`src/rtl/swl_pkg.sv`:
```
package swl_pkg;
  localparam int WORD_W  = 22;
  localparam int R_W     = 14;
  localparam int A_W     = 7;
  localparam int B_W     = 11;
  localparam int FREQ_W  = 12;
  localparam int NWORD   = 4;

  // field positions inside a word (bit0 leaves last)
  localparam int POS_C1  = 0;
  localparam int POS_C2  = 1;
  localparam int POS_FLD = 2;
  localparam int POS_B   = POS_FLD + A_W;
  localparam int POS_PRE = POS_B + B_W;
  localparam int POS_PWR = POS_PRE + 1;
  localparam int POS_POL = POS_FLD + R_W;
  localparam int POS_CUR = POS_POL + 1;

  typedef logic [WORD_W-1:0] word_t;

  function automatic word_t pack_ref(input logic c1, input logic c2,
                                     input logic [R_W-1:0] r,
                                     input logic pol, input logic cur);
    word_t w;
    w = '0;
    w[POS_C1] = c1;
    w[POS_C2] = c2;
    w[POS_FLD +: R_W] = r;
    w[POS_POL] = pol;
    w[POS_CUR] = cur;
    return w;
  endfunction

  function automatic word_t pack_cnt(input logic c1, input logic c2,
                                     input logic [A_W-1:0] a,
                                     input logic [B_W-1:0] b,
                                     input logic pre_small, input logic pdn);
    word_t w;
    w = '0;
    w[POS_C1] = c1;
    w[POS_C2] = c2;
    w[POS_FLD +: A_W] = a;
    w[POS_B +: B_W] = b;
    w[POS_PRE] = pre_small;
    w[POS_PWR] = pdn;
    return w;
  endfunction
endpackage

```
`src/rtl/swl_lo_split.sv`:
```
module swl_lo_split
  import swl_pkg::*;
#(
  parameter int PRE_LOG2 = 5
) (
  input  logic [FREQ_W-1:0] lo_mhz,
  output logic [A_W-1:0]    cnt_a,
  output logic [B_W-1:0]    cnt_b
);
  localparam int SHIFT = PRE_LOG2;
  logic [FREQ_W-1:0] quot;
  logic [FREQ_W-1:0] rem;

  always_comb begin
    quot  = lo_mhz >> SHIFT;
    rem   = lo_mhz & FREQ_W'((1 << SHIFT) - 1);
    cnt_a = A_W'(rem);
    cnt_b = B_W'(quot);
  end
endmodule

```
`src/rtl/swl_word_pack.sv`:
```
module swl_word_pack
  import swl_pkg::*;
#(
  parameter int R_DIV = 44
) (
  input  logic [A_W-1:0] rf_a,
  input  logic [B_W-1:0] rf_b,
  input  logic [A_W-1:0] if_a,
  input  logic [B_W-1:0] if_b,
  output word_t          words [NWORD]
);
  localparam logic [R_W-1:0] RVAL = R_W'(R_DIV);

  // slot order: IF ref, IF N, RF ref, RF N
  genvar g;
  generate
    for (g = 0; g < NWORD; g++) begin : g_slot
      localparam bit IS_RF  = (g >= 2);
      localparam bit IS_CNT = (g % 2) == 1;
      if (IS_CNT) begin : g_cnt
        assign words[g] = IS_RF ? pack_cnt(1'b1, 1'b1, rf_a, rf_b, 1'b0, 1'b0)
                                : pack_cnt(1'b1, 1'b0, if_a, if_b, 1'b1, 1'b0);
      end else begin : g_ref
        assign words[g] = pack_ref(1'b0, IS_RF, RVAL, 1'b1, IS_RF);
      end
    end
  endgenerate
endmodule

```
`src/rtl/synth_word_loader.sv`:
```
module synth_word_loader
  import swl_pkg::*;
#(
  parameter int HALF_DIV = 5,
  parameter int NUM_CHAN = 13,
  parameter int BASE_MHZ = 2412,
  parameter int STEP_MHZ = 5,
  parameter int IF_MHZ   = 280,
  parameter int R_DIV    = 44,
  parameter int RF_PRE_LOG2 = 5,
  parameter int IF_PRE_LOG2 = 4
) (
  input  logic       clk,
  input  logic       rst,
  input  logic       start,
  input  logic [3:0] chan,
  output logic       busy,
  output logic       done,
  output logic       chan_err,
  output logic       ser_clk,
  output logic       ser_data,
  output logic       ser_le,
  output logic       peer_cs_n
);
  localparam int PERIOD  = 2 * HALF_DIV;
  localparam int CNT_W   = $clog2(PERIOD);
  localparam int LE_SLOT = WORD_W;
  localparam int SLOT_W  = $clog2(WORD_W + 1);
  localparam int WIDX_W  = $clog2(NWORD);
  localparam int LO0_MHZ = BASE_MHZ - IF_MHZ;
  localparam int IF_LO   = 2 * IF_MHZ;

  typedef enum logic {ST_IDLE, ST_RUN} st_t;

  st_t               st;
  logic [CNT_W-1:0]  cnt, ncnt;
  logic [SLOT_W-1:0] slot, nslot;
  logic [WIDX_W-1:0] widx, nwidx;
  word_t             words_q [NWORD];
  word_t             words_d [NWORD];
  logic              chan_ok, last_cnt, fin, nbit, nclk;
  logic [FREQ_W-1:0] rf_lo, if_lo;
  logic [A_W-1:0]    rf_a, if_a;
  logic [B_W-1:0]    rf_b, if_b;

  always_comb begin
    chan_ok = (chan != 4'd0) && (int'(chan) <= NUM_CHAN);
    rf_lo   = FREQ_W'(LO0_MHZ) + FREQ_W'(STEP_MHZ) * (FREQ_W'(chan) - FREQ_W'(1));
    if_lo   = FREQ_W'(IF_LO);
  end

  swl_lo_split #(.PRE_LOG2(RF_PRE_LOG2)) u_rf_split (
    .lo_mhz(rf_lo), .cnt_a(rf_a), .cnt_b(rf_b));
  swl_lo_split #(.PRE_LOG2(IF_PRE_LOG2)) u_if_split (
    .lo_mhz(if_lo), .cnt_a(if_a), .cnt_b(if_b));

  swl_word_pack #(.R_DIV(R_DIV)) u_pack (
    .rf_a(rf_a), .rf_b(rf_b), .if_a(if_a), .if_b(if_b), .words(words_d));

  // next position in the bit stream
  always_comb begin
    last_cnt = (cnt == CNT_W'(PERIOD - 1));
    ncnt     = last_cnt ? '0 : cnt + CNT_W'(1);
    nslot    = slot;
    nwidx    = widx;
    if (last_cnt) begin
      if (slot == SLOT_W'(LE_SLOT)) begin
        nslot = '0;
        nwidx = widx + WIDX_W'(1);
      end else begin
        nslot = slot + SLOT_W'(1);
      end
    end
    fin  = last_cnt && (slot == SLOT_W'(LE_SLOT)) && (widx == WIDX_W'(NWORD - 1));
    nbit = 1'b0;
    if (nslot != SLOT_W'(LE_SLOT))
      nbit = words_q[nwidx][WORD_W - 1 - int'(nslot)];
    nclk = (nslot != SLOT_W'(LE_SLOT)) && (ncnt >= CNT_W'(HALF_DIV));
  end

  always_ff @(posedge clk) begin
    if (rst) begin
      st       <= ST_IDLE;
      cnt      <= '0;
      slot     <= '0;
      widx     <= '0;
      busy     <= 1'b0;
      done     <= 1'b0;
      chan_err <= 1'b0;
      ser_clk  <= 1'b0;
      ser_data <= 1'b0;
      ser_le   <= 1'b0;
      for (int i = 0; i < NWORD; i++) words_q[i] <= '0;
    end else begin
      done     <= 1'b0;
      chan_err <= 1'b0;
      case (st)
        ST_IDLE: begin
          if (start && chan_ok) begin
            st       <= ST_RUN;
            cnt      <= '0;
            slot     <= '0;
            widx     <= '0;
            busy     <= 1'b1;
            ser_clk  <= 1'b0;
            ser_le   <= 1'b0;
            ser_data <= words_d[0][WORD_W-1];
            for (int i = 0; i < NWORD; i++) words_q[i] <= words_d[i];
          end else if (start) begin
            chan_err <= 1'b1;
          end
        end
        ST_RUN: begin
          if (fin) begin
            st       <= ST_IDLE;
            busy     <= 1'b0;
            done     <= 1'b1;
            ser_clk  <= 1'b0;
            ser_data <= 1'b0;
            ser_le   <= 1'b0;
          end else begin
            cnt      <= ncnt;
            slot     <= nslot;
            widx     <= nwidx;
            ser_clk  <= nclk;
            ser_data <= nbit;
            ser_le   <= (nslot == SLOT_W'(LE_SLOT));
          end
        end
        default: st <= ST_IDLE;
      endcase
    end
  end

  assign peer_cs_n = 1'b1;
endmodule

```
`config.mk`:
```
export PLATFORM = sky130hd
export DESIGN_NAME = synth_word_loader
export DESIGN_NICKNAME = d
export VERILOG_FILES = /design/src/rtl/swl_pkg.sv /design/src/rtl/swl_lo_split.sv /design/src/rtl/swl_word_pack.sv /design/src/rtl/synth_word_loader.sv
export SDC_FILE = /design/constraint.sdc
export NUM_CORES = 1
export LEC_CHECK = 0
export ABC_AREA = 1
export BUFFER_PORTS_ARGS = -buffer_cell sky130_fd_sc_hd__buf_2
export CAP_MARGIN = 20
export CORE_ASPECT_RATIO = 0.5
export CORE_MARGIN = 2
export CORE_UTILIZATION = 45
export CTS_CLUSTER_SIZE = 24
export DETAILED_ROUTE_END_ITERATION = 10
export PLACE_DENSITY_LB_ADDON = 0.08
export SYNTH_ARGS = -nofsm -noshare
export SYNTH_HDL_FRONTEND = slang
export SYNTH_SLANG_ARGS = --single-unit
```
`constraint.sdc`:
```
create_clock -name clk -period 2.75 [get_ports clk]
set_input_delay 0.275 -clock clk [delete_from_list [all_inputs] [get_ports clk]]
set_output_delay 0.275 -clock clk [all_outputs]
set_load 0.02 [all_outputs]
```
# [Yosys cells after proc, flatten, opt, wreduce, memory -nomap -nowiden]
# Memories as Yosys holds them, arrays and structs flattened.
# Cells that the tools add are included.
[classes] addsub=6 multipliers=1 order_cmp=3 n_eq_ne=8 muxes=42 bitwise=5 reduce_logical=10
[ops] operator="$mux W18" n=4
[ops] operator="$mux W5" n=4
[ops] operator="$mux W1" n=18
[ops] operator="$add A12 B12 Y12 const A" n=1
[ops] operator="$mux W4" n=3
[ops] operator="$eq A5 B5 Y1 const B" n=2
[ops] operator="$pmux W1 S2" n=5
[ops] operator="$pmux W5 S2" n=1
[ops] operator="$mul A4 B5 Y9 const A" n=1
[ops] operator="$mux W2" n=4
[ops] operator="$pmux W4 S2" n=1
[ops] operator="$lt A6 B7 Y1 const B" n=1
[ops] operator="$sub A5 B5 Y6 const A" n=1
[ops] operator="$add A5 B1 Y5 const B" n=1
[ops] operator="$bmux W1 S5" n=1
[ops] operator="$logic_and A1 B1 Y1" n=5
[ops] operator="$ne A5 B5 Y1 const B" n=1
[ops] operator="$sub A4 B1 Y5 const B" n=1
[ops] operator="$add A4 B1 Y4 const B" n=1
[ops] operator="$eq A4 B4 Y1 const B" n=1
[ops] operator="$ge A4 B3 Y1 const B" n=1
[ops] operator="$le A4 B4 Y1 const B" n=1
[ops] operator="$ne A2 B2 Y1 const B" n=2
[ops] operator="$or A1 B1 Y1" n=4
[ops] operator="9 further kinds" n=10
[word_totals] register_bits=18 ram_bits=72 input_bits=7 out_inout_bits=7 elab_cells=86 mem_count=1
[mem_list] name="words_q" depth=4 width=18 read_ports=1 rd_ports_with_merged_regs=0 wr=4 line="synth_word_loader.sv:39" source="word_t words_q [NWORD];"

# [Logic depth before layout (Yosys ltp)]
# Gate-level depths: netlist of run 1.
[logic_depth] depth_word=10 ltp_mapped=17 ltp_nobuf=17

# [Modules after synthesis]
# A second synthesis of run 1 with hierarchy kept.
[unflattened] cells_unflattened=824 area_unflattened_um2=6765.2
[by_module_without_submodules] module="synth_word_loader" instances=1 cells_per_inst=696 area_per_inst_um2=5819.3 seq_area_each_um2=3002.9
[by_module_without_submodules] module="swl_word_pack" instances=1 cells_per_inst=90 area_per_inst_um2=668.1 seq_area_each_um2=0.0
[by_module_without_submodules] module="swl_lo_split" instances=2 cells_per_inst=19 area_per_inst_um2=138.9 seq_area_each_um2=0.0

# [Worst setup path before layout of run 1]
# No wires, ideal clock.
[synth_path] kind="input to register" start="input chan[0]" end="memory words_q[3][11] (netlist name) (data pin)" setup_ns=0.260 t_arrival_ns=2.409 t_required_ns=2.490 path_slack_ns=0.081 stages=13 n_path_buf=0 cell_sequence="inv_1 ha_1 nand2_1 nor2_1 ha_1 inv_1 fa_1 or2_2 a21oi_1 xor2_1 nand2_1 inv_1 o21ai_0"
[synth_rtl] element="start, declared" line="synth_word_loader.sv:16" source="input logic [3:0] chan,"
[synth_rtl] element="end, declared" line="synth_word_loader.sv:39"

==> results of run 1 <==
## what timing repair did
action,4_1_cts,5_1_grt
endpoints found under the setup margin,0,5
gates resized for setup,0,5
setup buffers,0,0
## how the worst max path moves through the flow
stage | startpoint | endpoint | slack (ns)
floorplan | chan[0] | words_q[3][11]$_SDFFCE_PN0P_ | 0.08
global placement | chan[0] | words_q[3][10]$_SDFFCE_PN0P_ | -0.12
detailed placement | chan[0] | words_q[3][11]$_SDFFCE_PN0P_ | -0.23
CTS | chan[0] | words_q[3][11]$_SDFFCE_PN0P_ | 0.03
global route | chan[1] | words_q[3][11]$_SDFFCE_PN0P_ | 0.008
finish | chan[1] | words_q[3][11]$_SDFFCE_PN0P_ | 0.19
## power breakdown
group	switching, W	internal [W]	total (W)
Combinational	0.000122	0.0000779	0.000199
Clock	0.000172	0.000228	0.000401
Sequential	0.0000170	0.000524	0.000541
Total	0.000311	0.000831	0.00114
## logic make-up (layout without fill, tap and decap cells)
| logic type | Yosys count | count (layout) |
|---|---|---|
| AOI/OAI and AO/OA | 37 | 37 |
| other | 1 | 1 |
| and+or+nand+nor | 169 | 169 |
| adders and majority gates | 16 | 16 |
| DFF | 32 | 32 |
| buffers and inverters | 53 | 78 |
| xor gates and xnor gates | 6 | 6 |
## registers in the layout (all words and copies together), names as in the netlist, 2 cells and up
name and flops:
slot 5, widx 2, words_q 14, cnt 4
## cell type report
cell class	instances	share of cell area, %
Tap cell	70	3.36
Sequential cell	32	29.5
Inverter	46	6.81
Clock buffer	8	3.84
Timing Repair Buffer	24	5.76
Multi-Input combinational cell	229	50.7
## layout by cell type, fill, tap and decap left out, types with 2 or more instances in the layout
master / instances
nor2_2: 3
a21oi_2: 3
nand2_4: 4
nand2_1: 77
buf_2: 12
dfxtp_1: 19
or2_2: 2
inv_1: 40
o21ai_0: 4
edfxtp_1: 13
nand3_1: 32
o22ai_1: 2
nor3_1: 3
ha_1: 14
o21ai_1: 2
xor2_1: 3
nand3b_1: 2
inv_2: 4
nand3_2: 4
buf_4: 12
xnor2_1: 2
clkbuf_8: 7
nor2_4: 2
nor2_1: 27
nand4_1: 5
a21oi_1: 22
nand2_2: 5
## layer usage
| layer | share of wire (%) | vias up | track usage, % |
|---|---|---|---|
| met5 | 0 | - | 0 |
| met2 | 46 | 28 | 35.2 |
| met4 | 0.69 | 0 | 5.56 |
| li1 | - | 1071 | - |
| met1 | 50 | 928 | 24.6 |
| met3 | 3.9 | 4 | 4.29 |
## worst max-delay path, cell delays in order
cell     delay (ns)
buf_2          0.09
inv_1          0.11
nand3_1        0.10
xor2_1         0.17
ha_1           0.28
ha_1           0.18
inv_1          0.06
fa_1           0.37
or2_2          0.32
a21oi_2        0.14
xor2_1         0.23
nand2_1        0.08
inv_1          0.08
o21ai_0        0.10
## per-stage QoR
step / setup WS, ns / utilization, %
3_5_place_dp: -0.235 / 50.6
4_1_cts: 0.0303 / 52.7
2_1_floorplan: 0.0808 / -
6_report: 0.188 / 53.1
3_3_place_gp: -0.122 / 50.6
5_1_grt: 0.00768 / 53.1
==> out/metrics.cfg, run 1 <==
[status]
status=finished clean

[timing]
relSlewSlack_pct=65.5
fin_crit_sh_pct=93.2
hold_viol=0
final.setup_skew_ns=0.00794
grt_setup_unrepaired=false
layout_min_cycle_time_ns=2.56
tns_ns=0
holdWs_ns=0.244
setup_viol=0
fmaxAchievable_mhz=390
report.final.slew_viol_count=0
worst_slew_pin_slew_ns=0.516

[floorplan]
die_area_mm2=0.00572
die_w_um=105
die_h_um=54.5
row_count=18
core-area_mm2=0.00491
ioPinCount=14
start_util_pct=46.7

[worst_setup_path]
start_kind=primary input
worstReg2RegStart=slot[0]$_SDFFE_PP0P_
reg2regPathDepth=13
timing.rr.end=ser_data$_SDFFE_PP0P_
r2r_slack_ns=0.47
end_kind=flip-flop
worstPathRequired_ns=2.77
path_class=primary input to flip-flop
crit_fanout=3
crit_arrival_ns=2.58

[routing]
first_pass_iters=5
drcViolationCount=0
vias_per_cell=4.97
wl_per_cell_um=12.0
num_vias=2031
drt_iter0_markers=147
totalWireLength_um=4910
ant_nets=0

[logic_synthesis]
synthTopCellsByArea=edfxtp_1 (17%), dfxtp_1 (17%), nand2_1 (13%)
synthSimpleGateAreaFrac_pct=36.0
synth_top_area_cell=edfxtp_1
netlist_instances=314
syn_nets=337
synth.most_common_cell=nand2_1
syn_avg_cell_area_um2=7.30
synth_top_area_share_pct=17.0
syn_area_mm2=0.00229
synth-compound-area-share_pct=9.17
synthFlopType=dfxtp_1
netlist_top_cells_count=nand2_1 (77), inv_1 (41), nand3_1 (32), nor2_1 (27), a21oi_1 (23)
yosysUniqueCellTypes=39
synth_seq_cells=32
ys.warnings.count=0
ys_seq_area_share_pct=33.6
synth_xor_area_share_pct=2.29
synth_edf_count=13
synth_fa_ha_area_share_pct=9.06
synthArstFlopShare_pct=0
synthMuxAreaShare_pct=0
synth_top_family_by_area=simple AND/OR/NAND/NOR gates

[power]
ir_drop_mv=0.214
leakage_nw=1.18
p_total_w=0.00114
power_density_mw_per_mm2=437

[finish]
fin_cells=409
multiInputGateArea_mm2=0.00132
n_fill_cell=489
diodes=0
area_delta_synth_final_pct=13.7
nets=361
final_area_mm2=0.00261
seqCellArea_um2=771
drive_gt1_share_pct=18.9

[place]
place_area_mm2=0.00248
dp_cells=401
port_buffers=12
gp_congestion=0.808
hpwl_um=3830

[clocking]
cts.sinks=32
h-tree-depth=2
clk_pin_slew_worst_paths_ns=0.07
insertion_delay_ns=0.28
tritoncts=yes
cts-root-buf=clkbuf_8
ctsLongestPathBuffers=2
numCtsBuffers=5
postCtsHoldBufs=0

[global_route]
grt_pass1_vias=1930
grt.overflow.total=0
antenna_found_initial=0
grt_pass1_wl_um=8690
grt_max_degree=18
grt_usage_pct=19.6

[hold_path]
min_from=start
min-delay-path-class=primary input to flip-flop
holdPathEnd=chan_err$_SDFF_PP0_
hold_path_depth=3

[flow_run]
drv_cap=0

Note: power is estimated with default switching activity, not from simulation.
==> inputs of run 2 (changes only) <==
--- a/config.mk
+++ b/config.mk
@@ -14,6 +14,7 @@
 export CTS_CLUSTER_SIZE = 24
 export DETAILED_ROUTE_END_ITERATION = 10
 export PLACE_DENSITY_LB_ADDON = 0.08
+export SLEW_MARGIN = 0
 export SYNTH_ARGS = -nofsm -noshare
 export SYNTH_HDL_FRONTEND = slang
 export SYNTH_SLANG_ARGS = --single-unit
==> constraint.sdc (replaced) <==
create_clock -name clk -period 2.4 [get_ports clk]
set_input_delay 0.24 -clock clk [delete_from_list [all_inputs] [get_ports clk]]
set_output_delay 0.24 -clock clk [all_outputs]
set_load 0.02 [all_outputs]
==> out/metrics.cfg, run 2 (synthesis results as in run 1) <==
[status]
status=complete, but fails checks
violations=setup timing

[worst_setup_path]
crit_arrival_ns=2.47  ; -0.11 ns
worstPathRequired_ns=2.43  ; -0.34 ns
r2r_slack_ns=0.22  ; -0.25 ns
start_kind=primary input
end_kind=flip-flop
path_class=primary input to flip-flop
crit_fanout=3  ; unchanged

[global_route]
grt_pass1_vias=1907  ; -1.2%
grt_usage_pct=19.5  ; -0.15 points
grt_max_degree=18  ; unchanged
antenna_found_initial=0  ; unchanged
grt.overflow.total=0  ; unchanged
grt_pass1_wl_um=8560  ; -1.6%

[finish]
multiInputGateArea_mm2=0.00144  ; +8.7%
final_common_cell=nand2_1
largest_reg_flops=14  ; unchanged
area_delta_synth_final_pct=22.5
n_fill_cell=493  ; +0.82%
diodes=0  ; unchanged
reg.largest.list=words_q: 14 flops, slot: 5 flops, cnt: 4 flops
final_cell_mix=nand2_1 (72), inv_1 (33), nand3_1 (31)
post-route-util_pct=57.2  ; +4.1 points
drive_gt1_share_pct=28.8  ; +9.9 points
seqCellArea_um2=772  ; +0.16%
nets=369  ; +2.2%
regMostFlops=words_q

[floorplan]
core-area_mm2=0.00491  ; unchanged
ioPinCount=14  ; unchanged
die_h_um=54.5  ; unchanged
die_w_um=105  ; unchanged
die_area_mm2=0.00572  ; unchanged
row_count=18  ; unchanged
start_util_pct=46.7  ; unchanged

[routing]
wl_per_cell_um=12.5  ; +4.1%
drcViolationCount=0  ; unchanged
first_pass_iters=4  ; -1
totalWireLength_um=5210  ; +6.2%
vias_per_cell=5.04  ; +1.4%
drt_iter0_markers=192  ; +31%
num_vias=2100  ; +3.4%
ant_nets=0  ; unchanged

[power]
power_density_mw_per_mm2=510  ; +17%
p_total_w=0.00143  ; +26%
leakage_nw=1.22  ; +3.4%
ir_drop_mv=0.327  ; +53%

[clocking]
numCtsBuffers=5  ; unchanged
postCtsHoldBufs=0  ; unchanged
tritoncts=yes
cts.sinks=32  ; unchanged
h-tree-depth=2  ; unchanged
insertion_delay_ns=0.29  ; about the same
ctsLongestPathBuffers=2  ; unchanged
clk_pin_slew_worst_paths_ns=0.07  ; about the same
cts-root-buf=clkbuf_8

[timing]
final.setup_skew_ns=0.00709  ; -0.000846 ns
hold_viol=0  ; unchanged
relSlewSlack_pct=64.7  ; -0.86 points
fmaxAchievable_mhz=411
tns_ns=-0.0572  ; -0.0572 ns
grt_setup_unrepaired=true
fin_ws_ns=-0.0307  ; -0.218 ns
fin_crit_sh_pct=101
setup_viol=3  ; +3
report.final.slew_viol_count=0  ; unchanged
worst_slew_pin_slew_ns=0.529  ; +0.0129 ns
layout_min_cycle_time_ns=2.43

[place]
gp_congestion=0.810  ; +0.21%
port_buffers=12  ; unchanged
place_ws_ns=-0.287  ; -0.0523 ns
hpwl_um=3900  ; +1.9%

[hold_path]
min-delay-path-class=primary input to flip-flop

[flow_run]
drv_cap=0  ; unchanged

-- run 2: cell types whose count changed in the layout (fill, tap and decap cells not counted), sizes merged --
cell      delta
clkinvlp     +2
clkinv       +2
buf          +8
bufinv       +1
inv          -2
clkbuf       -3
-- run 2: metal layers --
metal	up-vias	track usage [%]	routed length [um]
met5	-	0	0
met4	0	6.67	66
met3	8	4.40	279
met2	53	34.2	2380
met1	959	24.5	2480
li1	1080	-	-
-- run 2: worst max-delay path, stage by stage --
cell,delay [ns]
buf_2,0.10
clkinvlp_4,0.11
ha_4,0.19
xor2_2,0.18
ha_1,0.31
inv_2,0.05
fa_2,0.38
or2_4,0.28
a21oi_4,0.16
xor2_2,0.25
nand2_2,0.11
inv_2,0.07
nor3_2,0.04
-- run 2: per-stage QoR --
| step | cell area [um^2] | hold slack, ns | instances |
|---|---|---|---|
| 3_3_place_gp | 2590 | 0.451 | 405 |
| 4_1_cts | 2700 | 0.202 | 413 |
| 3_5_place_dp | 2590 | 0.458 | 405 |
| 6_report | 2810 | 0.205 | 417 |
| 2_1_floorplan | 2370 | 0.369 | 314 |
| 5_1_grt | 2810 | 0.207 | 417 |
-- run 2: repair_timing --
item	4_1_cts	5_1_grt
endpoints found under the hold margin	0	0
setup buffers	0	4
endpoints found under the setup margin	0	7
gates resized for setup	0	25
-- run 2: layout make-up --
type / instances / area share [%]
Inverter: 46 / 6.59
Tap cell: 70 / 3.12
Clock buffer: 5 / 2.45
Clock inverter: 3 / 1.34
Multi-Input combinational cell: 229 / 51.2
Timing Repair Buffer: 32 / 7.84
Sequential cell: 32 / 27.5
-- run 2: worst paths after layout --
check	start	endpoint	depth (start not counted)
worst max-delay path	chan[1]	words_q[3][10]$_SDFFCE_PN0P_	13
worst min-delay path	start	chan_err$_SDFF_PP0_	3
worst max register to register	slot[0]$_SDFFE_PP0P_	ser_data$_SDFFE_PP0P_	13
worst min register to register	ser_le$_SDFFE_PP0P_	ser_le$_SDFFE_PP0P_	2
-- run 2: power breakdown --
group          internal [W]  leakage (nW)  total (W)  switching, W
logic              0.000133         0.870   0.000302      0.000170
clock network      0.000302        0.0532   0.000511      0.000209
registers          0.000601         0.294   0.000619     0.0000187
total               0.00104          1.22    0.00143      0.000398
